===== config.mk =====
export PLATFORM = sky130hd
export DESIGN_NAME = card_cmd_frontend
export DESIGN_NICKNAME = d
export VERILOG_FILES = /design/src/rtl/cmd_fe_pkg.sv /design/src/rtl/cmd_fe_regfile.sv /design/src/rtl/cmd_fe_launch.sv /design/src/rtl/cmd_fe_rdmux.sv /design/src/rtl/card_cmd_frontend.sv
export SDC_FILE = /design/constraint.sdc
export NUM_CORES = 1
export LEC_CHECK = 0
export CAP_MARGIN = 20
export CORE_MARGIN = 2
export CORE_UTILIZATION = 51
export DETAILED_ROUTE_END_ITERATION = 10
export PLACE_DENSITY = 0.81
export SYNTH_ARGS = -nofsm -noshare
export SYNTH_HDL_FRONTEND = slang
export SYNTH_SLANG_ARGS = --single-unit

===== constraint.sdc =====
create_clock -name clk_i -period 3.8 [get_ports clk_i]
set_input_delay 0.95 -clock clk_i [delete_from_list [all_inputs] [get_ports clk_i]]
set_output_delay 0.95 -clock clk_i [all_outputs]
set_load 0.02 [all_outputs]

===== src/rtl/cmd_fe_pkg.sv =====
package cmd_fe_pkg;
  localparam int unsigned OFF_CLKCTL = 'h00;
  localparam int unsigned OFF_STATUS = 'h04;
  localparam int unsigned OFF_CLKDIV = 'h08;
  localparam int unsigned OFF_MODE   = 'h0C;
  localparam int unsigned OFF_CTRL   = 'h10;
  localparam int unsigned OFF_RSPTO  = 'h14;
  localparam int unsigned OFF_RDTO   = 'h18;
  localparam int unsigned OFF_BLKLEN = 'h1C;
  localparam int unsigned OFF_BLKCNT = 'h20;
  localparam int unsigned OFF_CMD    = 'h30;
  localparam int unsigned OFF_ARGHI  = 'h34;
  localparam int unsigned OFF_ARGLO  = 'h38;

  localparam int unsigned IDX_W    = 6;
  localparam int unsigned ARG_W    = 32;
  localparam int unsigned HALF_W   = ARG_W / 2;
  localparam int unsigned CTRL_W   = 14;
  localparam int unsigned DIV_W    = 3;
  localparam int unsigned MODE_W   = 4;
  localparam int unsigned RSPTO_W  = 7;
  localparam int unsigned RDTO_W   = 16;
  localparam int unsigned BLKLEN_W = 12;
  localparam int unsigned BLKCNT_W = 16;

  localparam logic [CTRL_W-1:0] CTRL_KEEP = 14'h3DFF;
  localparam int unsigned STOPTRAN_BIT = 10;
  localparam int unsigned START_BIT    = 1;
  localparam int unsigned STOP_BIT     = 0;
  localparam int unsigned STAT_CLK_BIT = 8;
  localparam logic [31:0] CMD_RD_FLAG  = 32'h40;

  typedef struct packed {
    logic [IDX_W-1:0]    cmd_idx;
    logic [ARG_W-1:0]    arg;
    logic [CTRL_W-1:0]   ctrl;
    logic [DIV_W-1:0]    clk_div;
    logic [MODE_W-1:0]   mode;
    logic [RSPTO_W-1:0]  rsp_to;
    logic [RDTO_W-1:0]   rd_to;
    logic [BLKLEN_W-1:0] blk_len;
    logic [BLKCNT_W-1:0] blk_cnt;
  } cfg_t;
endpackage


===== src/rtl/cmd_fe_regfile.sv =====
module cmd_fe_regfile
  import cmd_fe_pkg::*;
#(
  parameter int unsigned ADDR_W = 8
) (
  input  logic              clk_i,
  input  logic              rst_ni,
  input  logic              wr_en_i,
  input  logic [ADDR_W-1:0] addr_i,
  input  logic [31:0]       wdata_i,
  output cfg_t              cfg_o
);
  cfg_t cfg_q;

  function automatic logic hit(input logic [ADDR_W-1:0] a, input int unsigned off);
    return a == ADDR_W'(off);
  endfunction

  always_ff @(posedge clk_i or negedge rst_ni) begin
    if (!rst_ni) begin
      cfg_q <= '0;
    end else if (wr_en_i) begin
      if (hit(addr_i, OFF_CMD))    cfg_q.cmd_idx <= wdata_i[IDX_W-1:0];
      if (hit(addr_i, OFF_ARGHI))  cfg_q.arg[ARG_W-1:HALF_W] <= wdata_i[HALF_W-1:0];
      if (hit(addr_i, OFF_ARGLO))  cfg_q.arg[HALF_W-1:0] <= wdata_i[HALF_W-1:0];
      if (hit(addr_i, OFF_CTRL))   cfg_q.ctrl <= wdata_i[CTRL_W-1:0] & CTRL_KEEP;
      if (hit(addr_i, OFF_CLKDIV)) cfg_q.clk_div <= wdata_i[DIV_W-1:0];
      if (hit(addr_i, OFF_MODE))   cfg_q.mode <= wdata_i[MODE_W-1:0];
      if (hit(addr_i, OFF_RSPTO))  cfg_q.rsp_to <= wdata_i[RSPTO_W-1:0];
      if (hit(addr_i, OFF_RDTO))   cfg_q.rd_to <= wdata_i[RDTO_W-1:0];
      if (hit(addr_i, OFF_BLKLEN)) cfg_q.blk_len <= wdata_i[BLKLEN_W-1:0];
      if (hit(addr_i, OFF_BLKCNT)) cfg_q.blk_cnt <= wdata_i[BLKCNT_W-1:0];
    end
  end

  assign cfg_o = cfg_q;
endmodule


===== src/rtl/cmd_fe_launch.sv =====
module cmd_fe_launch (
  input  logic clk_i,
  input  logic rst_ni,
  input  logic ctrl_wr_i,    // control word written this cycle
  input  logic ctrl_hold_i,  // stop-transfer bit of the word being written
  input  logic clkctl_wr_i,  // start/stop register written this cycle
  input  logic start_i,
  input  logic stop_i,
  input  logic held_i,       // stop-transfer bit of the stored word
  output logic launch_o,
  output logic clk_en_o,
  output logic clk_off_o
);
  logic pend_q, clk_en_q, clk_off_q, launch_q;
  logic fire_ctrl, fire_clk, fire;

  assign fire_ctrl = ctrl_wr_i && !ctrl_hold_i && clk_en_q;
  assign fire_clk  = clkctl_wr_i && start_i && pend_q && !held_i;
  assign fire      = fire_ctrl || fire_clk;

  always_ff @(posedge clk_i or negedge rst_ni) begin
    if (!rst_ni) begin
      pend_q    <= 1'b0;
      clk_en_q  <= 1'b0;
      clk_off_q <= 1'b0;
      launch_q  <= 1'b0;
    end else begin
      launch_q <= fire;
      if (fire)           pend_q <= 1'b0;
      else if (ctrl_wr_i) pend_q <= 1'b1;
      if (clkctl_wr_i) begin
        // stop wins when both bits are written
        if (stop_i) begin
          clk_en_q  <= 1'b0;
          clk_off_q <= 1'b1;
        end else if (start_i) begin
          clk_en_q  <= 1'b1;
          clk_off_q <= 1'b0;
        end
      end
    end
  end

  assign launch_o  = launch_q;
  assign clk_en_o  = clk_en_q;
  assign clk_off_o = clk_off_q;
endmodule


===== src/rtl/cmd_fe_rdmux.sv =====
module cmd_fe_rdmux
  import cmd_fe_pkg::*;
#(
  parameter int unsigned ADDR_W = 8
) (
  input  logic [ADDR_W-1:0] addr_i,
  input  cfg_t              cfg_i,
  input  logic              clk_en_i,
  output logic [31:0]       rdata_o
);
  always_comb begin
    rdata_o = '0;
    if (addr_i == ADDR_W'(OFF_STATUS)) rdata_o[STAT_CLK_BIT] = clk_en_i;
    if (addr_i == ADDR_W'(OFF_CLKDIV)) rdata_o = 32'(cfg_i.clk_div);
    if (addr_i == ADDR_W'(OFF_MODE))   rdata_o = 32'(cfg_i.mode);
    if (addr_i == ADDR_W'(OFF_CTRL))   rdata_o = 32'(cfg_i.ctrl);
    if (addr_i == ADDR_W'(OFF_RSPTO))  rdata_o = 32'(cfg_i.rsp_to);
    if (addr_i == ADDR_W'(OFF_RDTO))   rdata_o = 32'(cfg_i.rd_to);
    if (addr_i == ADDR_W'(OFF_BLKLEN)) rdata_o = 32'(cfg_i.blk_len);
    if (addr_i == ADDR_W'(OFF_BLKCNT)) rdata_o = 32'(cfg_i.blk_cnt);
    if (addr_i == ADDR_W'(OFF_CMD))    rdata_o = 32'(cfg_i.cmd_idx) | CMD_RD_FLAG;
    if (addr_i == ADDR_W'(OFF_ARGHI))  rdata_o = 32'(cfg_i.arg[ARG_W-1:HALF_W]);
    if (addr_i == ADDR_W'(OFF_ARGLO))  rdata_o = 32'(cfg_i.arg[HALF_W-1:0]);
  end
endmodule


===== src/rtl/card_cmd_frontend.sv =====
module card_cmd_frontend
  import cmd_fe_pkg::*;
#(
  parameter int unsigned ADDR_W = 8
) (
  input  logic              clk_i,
  input  logic              rst_ni,
  input  logic              wr_en_i,
  input  logic [ADDR_W-1:0] addr_i,
  input  logic [31:0]       wdata_i,
  output logic [31:0]       rdata_o,
  output logic              launch_o,
  output logic [5:0]        cmd_idx_o,
  output logic [31:0]       cmd_arg_o,
  output logic [13:0]       cmd_ctrl_o,
  output logic              clk_en_o,
  output logic              clk_off_o
);
  cfg_t cfg;
  logic ctrl_wr, clkctl_wr;

  assign ctrl_wr   = wr_en_i && (addr_i == ADDR_W'(OFF_CTRL));
  assign clkctl_wr = wr_en_i && (addr_i == ADDR_W'(OFF_CLKCTL));

  cmd_fe_regfile #(.ADDR_W(ADDR_W)) u_regs (
    .clk_i  (clk_i),
    .rst_ni (rst_ni),
    .wr_en_i(wr_en_i),
    .addr_i (addr_i),
    .wdata_i(wdata_i),
    .cfg_o  (cfg)
  );

  cmd_fe_launch u_launch (
    .clk_i      (clk_i),
    .rst_ni     (rst_ni),
    .ctrl_wr_i  (ctrl_wr),
    .ctrl_hold_i(wdata_i[STOPTRAN_BIT]),
    .clkctl_wr_i(clkctl_wr),
    .start_i    (wdata_i[START_BIT]),
    .stop_i     (wdata_i[STOP_BIT]),
    .held_i     (cfg.ctrl[STOPTRAN_BIT]),
    .launch_o   (launch_o),
    .clk_en_o   (clk_en_o),
    .clk_off_o  (clk_off_o)
  );

  cmd_fe_rdmux #(.ADDR_W(ADDR_W)) u_rd (
    .addr_i  (addr_i),
    .cfg_i   (cfg),
    .clk_en_i(clk_en_o),
    .rdata_o (rdata_o)
  );

  assign cmd_idx_o  = cfg.cmd_idx;
  assign cmd_arg_o  = cfg.arg;
  assign cmd_ctrl_o = cfg.ctrl;
endmodule


* Word level (Yosys, flattened, before mapping)
Index checks and enable logic that the tools add are counted.
** Word-level totals
- Register bits after elaboration :: 113
- Output and inout port bits :: 87
** Operators by class
- Equal/unequal tests :: 11
- Reduce and logical (&&, ||, !) cells :: 24
- Mux-type cells :: 17
** Operators by type and width (number)
- $mux W16 :: 6
- $eq A8 B5 Y1 const B :: 4
- $eq A8 B6 Y1 const B :: 4
- $mux W14 :: 2
- $reduce_and A2 Y1 :: 11
- $mux W9 :: 2
- $eq A8 B4 Y1 const B :: 2
- $eq A8 B3 Y1 const B :: 1
- $logic_not A8 Y1 :: 1
- $logic_and A1 B1 Y1 :: 7
- $mux W1 :: 7
- $reduce_bool A2 Y1 :: 2
- $logic_not A1 Y1 :: 2
- $logic_or A1 B1 Y1 :: 1

* Depth between registers and ports, before layout
- Word-level depth :: 12
- Depth in mapped cells :: 8
- Mapped depth without buffers :: 5

* Cells and area by module
From an unflattened synthesis, not the netlist that was laid out.
** Unflattened totals
- Cell total of the unflattened synthesis :: 460
- Area, all modules :: 5790.6 um2
** By module, submodules not included
- cmd_fe_regfile :: cells an instance 252, instances 1, sequential area each 2727.6 um2, area each 4339.2 um2
- cmd_fe_rdmux :: cells an instance 190, instances 1, sequential area each 0.0 um2, area each 1263.7 um2
- cmd_fe_launch :: cells an instance 13, instances 1, sequential area each 100.1 um2, area each 156.4 um2
- card_cmd_frontend :: cells an instance 5, instances 1, sequential area each 0.0 um2, area each 31.3 um2

* Worst setup path before layout
No wires, ideal clock.
- Kind :: input port to output port
- From :: in addr_i[4]
- To :: out rdata_o[3]
- Setup slack :: 155 ps
- Arrival time :: 2695 ps
- Stages on the path :: 6
- Data required time :: 2850 ps
- Cell sequence :: buf_6 > or4b_4 > nor3_4 > a311o_1 > a21oi_1 > a211oi_1
** On the way
- Longest elaborated chain between the ends :: 10
- Elaborated cells on any way between the ends :: 18
** Ends and longest elaborated chain
- start: declaration :: RTL line card_cmd_frontend.sv:9 : input logic [ADDR_W-1:0] addr_i,
- $eq A8 B4 Y1 :: RTL line cmd_fe_rdmux.sv:15 : if (addr_i == ADDR_W'(OFF_MODE)) rdata_o = 32'(cfg_i.mode);
- $mux W9 :: RTL line cmd_fe_rdmux.sv:15
- $mux W14 :: RTL line cmd_fe_rdmux.sv:16 : if (addr_i == ADDR_W'(OFF_CTRL)) rdata_o = 32'(cfg_i.ctrl);
- $mux W14 :: RTL line cmd_fe_rdmux.sv:17 : if (addr_i == ADDR_W'(OFF_RSPTO)) rdata_o = 32'(cfg_i.rsp_to);
- $mux W16 :: RTL line cmd_fe_rdmux.sv:18 : if (addr_i == ADDR_W'(OFF_RDTO)) rdata_o = 32'(cfg_i.rd_to);
- $mux W16 :: RTL line cmd_fe_rdmux.sv:19 : if (addr_i == ADDR_W'(OFF_BLKLEN)) rdata_o = 32'(cfg_i.blk_len);
- $mux W16 :: RTL line cmd_fe_rdmux.sv:20 : if (addr_i == ADDR_W'(OFF_BLKCNT)) rdata_o = 32'(cfg_i.blk_cnt);
- $mux W16 :: RTL line cmd_fe_rdmux.sv:21 : if (addr_i == ADDR_W'(OFF_CMD)) rdata_o = 32'(cfg_i.cmd_idx) | CMD_RD_FLAG;
- $mux W16 :: RTL line cmd_fe_rdmux.sv:22 : if (addr_i == ADDR_W'(OFF_ARGHI)) rdata_o = 32'(cfg_i.arg[ARG_W-1:HALF_W]);
- $mux W16 * :: RTL line cmd_fe_rdmux.sv:23 : if (addr_i == ADDR_W'(OFF_ARGLO)) rdata_o = 32'(cfg_i.arg[HALF_W-1:0]);
- end: declaration :: RTL line card_cmd_frontend.sv:11 : output logic [31:0] rdata_o,
Mark *: on every way between the ends. The rest lies on a longest branch, timed or not.

* Worst setup path after layout
- From :: in addr_i[5]
- To :: out rdata_o[8]
** On the way
- Longest elaborated chain between the ends :: 12
- Elaborated cells on any way between the ends :: 22
** Ends and longest elaborated chain
- $eq A8 B3 Y1 :: RTL line cmd_fe_rdmux.sv:13 : if (addr_i == ADDR_W'(OFF_STATUS)) rdata_o[STAT_CLK_BIT] = clk_en_i;
- $mux W1 :: RTL line cmd_fe_rdmux.sv:13
- $mux W9 :: RTL line cmd_fe_rdmux.sv:14 : if (addr_i == ADDR_W'(OFF_CLKDIV)) rdata_o = 32'(cfg_i.clk_div);
- $mux W9 :: RTL line cmd_fe_rdmux.sv:15
- $mux W14 :: RTL line cmd_fe_rdmux.sv:16
- $mux W14 :: RTL line cmd_fe_rdmux.sv:17
- $mux W16 :: RTL line cmd_fe_rdmux.sv:18
- $mux W16 :: RTL line cmd_fe_rdmux.sv:19
- $mux W16 :: RTL line cmd_fe_rdmux.sv:20
- $mux W16 :: RTL line cmd_fe_rdmux.sv:21
- $mux W16 :: RTL line cmd_fe_rdmux.sv:22
- $mux W16 * :: RTL line cmd_fe_rdmux.sv:23
Marks and branches as above.

==> summary.md <==
| Metric | Value |
|---|---|
| Outcome | finished, final reports clean |
| TritonCTS Sinks | 113 |
| Reg power frac | a little under 40% |
| H-tree level count | 4 |
| Register area share after synthesis | 47.9% |
| Vias in the first global route | approximately 4700 |
| Share of post-route cells with drive strength above 1 | 41.9% |
| Number of remaining DRC errors | 0 |
| Gpl congestion | between 0.9 and 1 |
| Met2 GRT Util | 45.7% |
| Hold slack | 0.495 ns |
| Cell Area, Synth | approximately 5900 um2 |
| CTS Buf Count | 17 |
| # diodes | 0 |
| Final Hold Vio Count | 0 |
| P_sw | a little under 800 uW |
| Slew headroom | 51.3% |
| Clock power share | 50.6% |
| Die Area | 12400 um2 |
| Maximum vdd drop | 0.292 mV |
| Vias per cell | 5.90 |
| Ys flop type | dfrtp_1 |
| Critical Path Fanout Max | 4 |
| Setup_tns | 0 ns |
| Comb pwr share | 10.6% |
| DP Area | 6890 um2 |
| Core area | about 11000 um2 |
| Fillers | just over 800 |
| Die width | 112 um |
| First-pass GRT wire length | 25600 um |
| Net Sw Frac | roughly a quarter |
| Worst slew pin tran | around 0.73 ns |
| CTS tree | done |
| Met3 GRT Util | between 6 and 7% |
| Yosys top cell area share | 47.9% |
| Layout overhead on the synthesized area | 30.3% |
| Max-slew violation count | 0 |
| Post-synthesis instance total | 491 |
| Setup violators final | 0 |
| Leak | 3.78 nW |
| CTS max path bufs | 2 |
| CTS root buf | clkbuf_16 |
| Worst EP arrival | 2.72 ns |
| RSZ-0062 raised after global routing | no |
| Final Cycle Share | a little over nine tenths |
| Cell row count | 39 |
| IO Port Bufs | 96 |
| Multi-input logic area | between 2000 and 3000 um2 |
| Synth top area cells | dfrtp_1 (48%), mux2_2 (19%), buf_4 (8.8%) |
| Max-cap violations | 0 |
| Iteration-0 DRC Markers | between 200 and 300 |
| Initial core utilization | 51.9% |
| Asr flop ratio synth | 100% |
| Yosys reg bits | 113 |
| Crit start category | primary input |
| Fin Clk Skew | 0.00195 ns |
| Top Ports | 130 |
| DRT Pass-1 Iters | 7 |
| Cell-internal power | 2.57 mW |
| Net count, final | 645 |
| Total grt overflow | 0 |
| CP Capture Type | output port |
| Initial antenna violation count | 0 |
| Syn. warnings | 0 |
| Hold/Removal Path Class | register to register |
| Total wire length | 16300 um |
| CP Class | primary input to output port |
| Tot Pwr | between 3 and 4 mW |
| Grt peak-use layer | met2 |
| Fmax | between 200 and 300 MHz |
| Post-synth top area cell | dfrtp_1 |
| Yosys cell types | 55 |
| Average size of a mapped cell | 12.0 um2 |
| Post-synth EDFFs | 0 |
| Clock Latency Late Sink | 0.41 ns |
| GR met1 Demand/Resource | 33.2% |
| DR vias | 4470 |
| Clk slew on worst S/H paths | 0.05 ns |
| CTS Hold Bufs | 0 |
| Die height | 112 um |
| Fin area | 7690 um2 |
| Pin count of the biggest net entering global routing | just under 60 |
| Total track usage | approximately a quarter |
| Detail Placement HPWL | 10500 um |
| Seq. cell area | 2830 um2 |
| Data required, critical path | 2.85 ns |
| Post-Route Utilization | 67.6% |
| Pwr/cell area | 436 nW/um2 |
| Avg WL per Cell | 21.5 um |
| Antenna Nets Post-Route | 0 |
| Tmin final | 3.67 ns |
-- through the flow --
step	instances	setup WS, ns
6_report	757	0.132
5_1_grt	757	0.0503
4_1_cts	754	0.00171
3_5_place_dp	708	-0.565
3_3_place_gp	708	-0.598
2_1_floorplan	507	0.155
-- placed cells by master (no fill, tap or decap), types with 6 or more instances in the layout --
cell,n
dfrtp_1,113
mux2_2,100
clkdlybuf4s50_1,71
buf_4,69
nand2_1,17
conb_1,17
clkbuf_16,17
nor2_1,16
o22ai_1,14
a21oi_1,14
a22oi_1,12
buf_2,12
mux2_4,10
o21ai_0,8
nand2_2,6
mux2i_1,6
nand3_1,6
-- kinds of logic (layout without fill, tap and decap cells) --
kind of cell | Yosys count | count (layout) | share of synthesized area [%]
mux | 120 | 120 | 23.4
other cells | 1 | 17 | 0.0636
compound gates | 75 | 75 | 8.59
flops | 113 | 113 | 47.9
buf+inv | 94 | 201 | 11.0
simple gates | 88 | 88 | 8.99
-- power by group through the flow --
| stage | clock network, mW | registers [mW] | logic, mW |
|---|---|---|---|
| after floorplan | 0 | 1.31 | 0.211 |
| after global routing | 1.77 | 1.31 | 0.376 |
| after detailed placement | 0 | 1.32 | 0.333 |
| after CTS | 1.71 | 1.30 | 0.348 |
| after global placement | 0 | 1.32 | 0.326 |
| final | 1.70 | 1.30 | 0.354 |
-- Yosys cell counts (all sizes together), types with 7 or more instances --
master  count
mux2      114
dfrtp     113
buf        84
nand2      24
nor2       20
a21oi      14
o22ai      14
a22oi      12
clkbuf      8
o21ai       8
nand3       7
-- what timing repair did --
item / 4_1_cts / 5_1_grt
resized for setup: 88 / 17
setup buffers: 14 / 2
setup endpoints to repair: 16 / 14
pin swaps: 10 / 8
cloned: 1 / 1
-- critical path: stages --
cell and delay, ns:
dlygate4sd2_1 0.28, buf_4 0.16, nor4bb_4 0.16, buf_4 0.15, buf_4 0.12, buf_4 0.14
nand3_2 0.16, o221ai_1 0.14, o22ai_1 0.17, clkdlybuf4s15_2 0.29
-- worst paths after layout --
| check | start | end | slack (ns) | cells after the start |
|---|---|---|---|---|
| max in group asynchronous | rst_ni | u_regs.cfg_o[17]$_DFFE_PN0P_ | 2.45 | 2 |
| min reg2reg | u_regs.cfg_o[14]$_DFFE_PN0P_ | u_regs.cfg_o[14]$_DFFE_PN0P_ | 0.50 | 1 |
| max reg2reg | u_regs.cfg_o[68]$_DFFE_PN0P_ | u_launch.pend_q$_DFFE_PN0P_ | 2.74 | 3 |
| max | addr_i[5] | rdata_o[8] | 0.13 | 10 |
| min in group asynchronous | rst_ni | u_regs.cfg_o[95]$_DFFE_PN0P_ | 0.59 | 1 |
| min | u_regs.cfg_o[14]$_DFFE_PN0P_ | u_regs.cfg_o[14]$_DFFE_PN0P_ | 0.50 | 1 |
-- final cells by class --
type / count / area share (%)
Clock inverter: 10 / 2.05
Sequential cell: 113 / 36.8
Inverter: 2 / 0.0976
Clock buffer: 21 / 6.12
Multi-Input combinational cell: 300 / 33.3
Tap cell: 143 / 2.33
Timing Repair Buffer: 168 / 19.3
-- registers in the layout, indices dropped and copies added (netlist names) --
register / count
u_launch.launch_o: 1
u_launch.pend_q: 1
u_launch.clk_off_o: 1
u_regs.cfg_o: 109
u_launch.clk_en_o: 1
-- metal layers --
layer / share of wire [%] / wire (um)
met3: 6.6 / 1070
met4: 2.5 / 407
met2: 51 / 8220
met5: 0 / 0
met1: 40 / 6570
(Power assumes the default switching activity.)
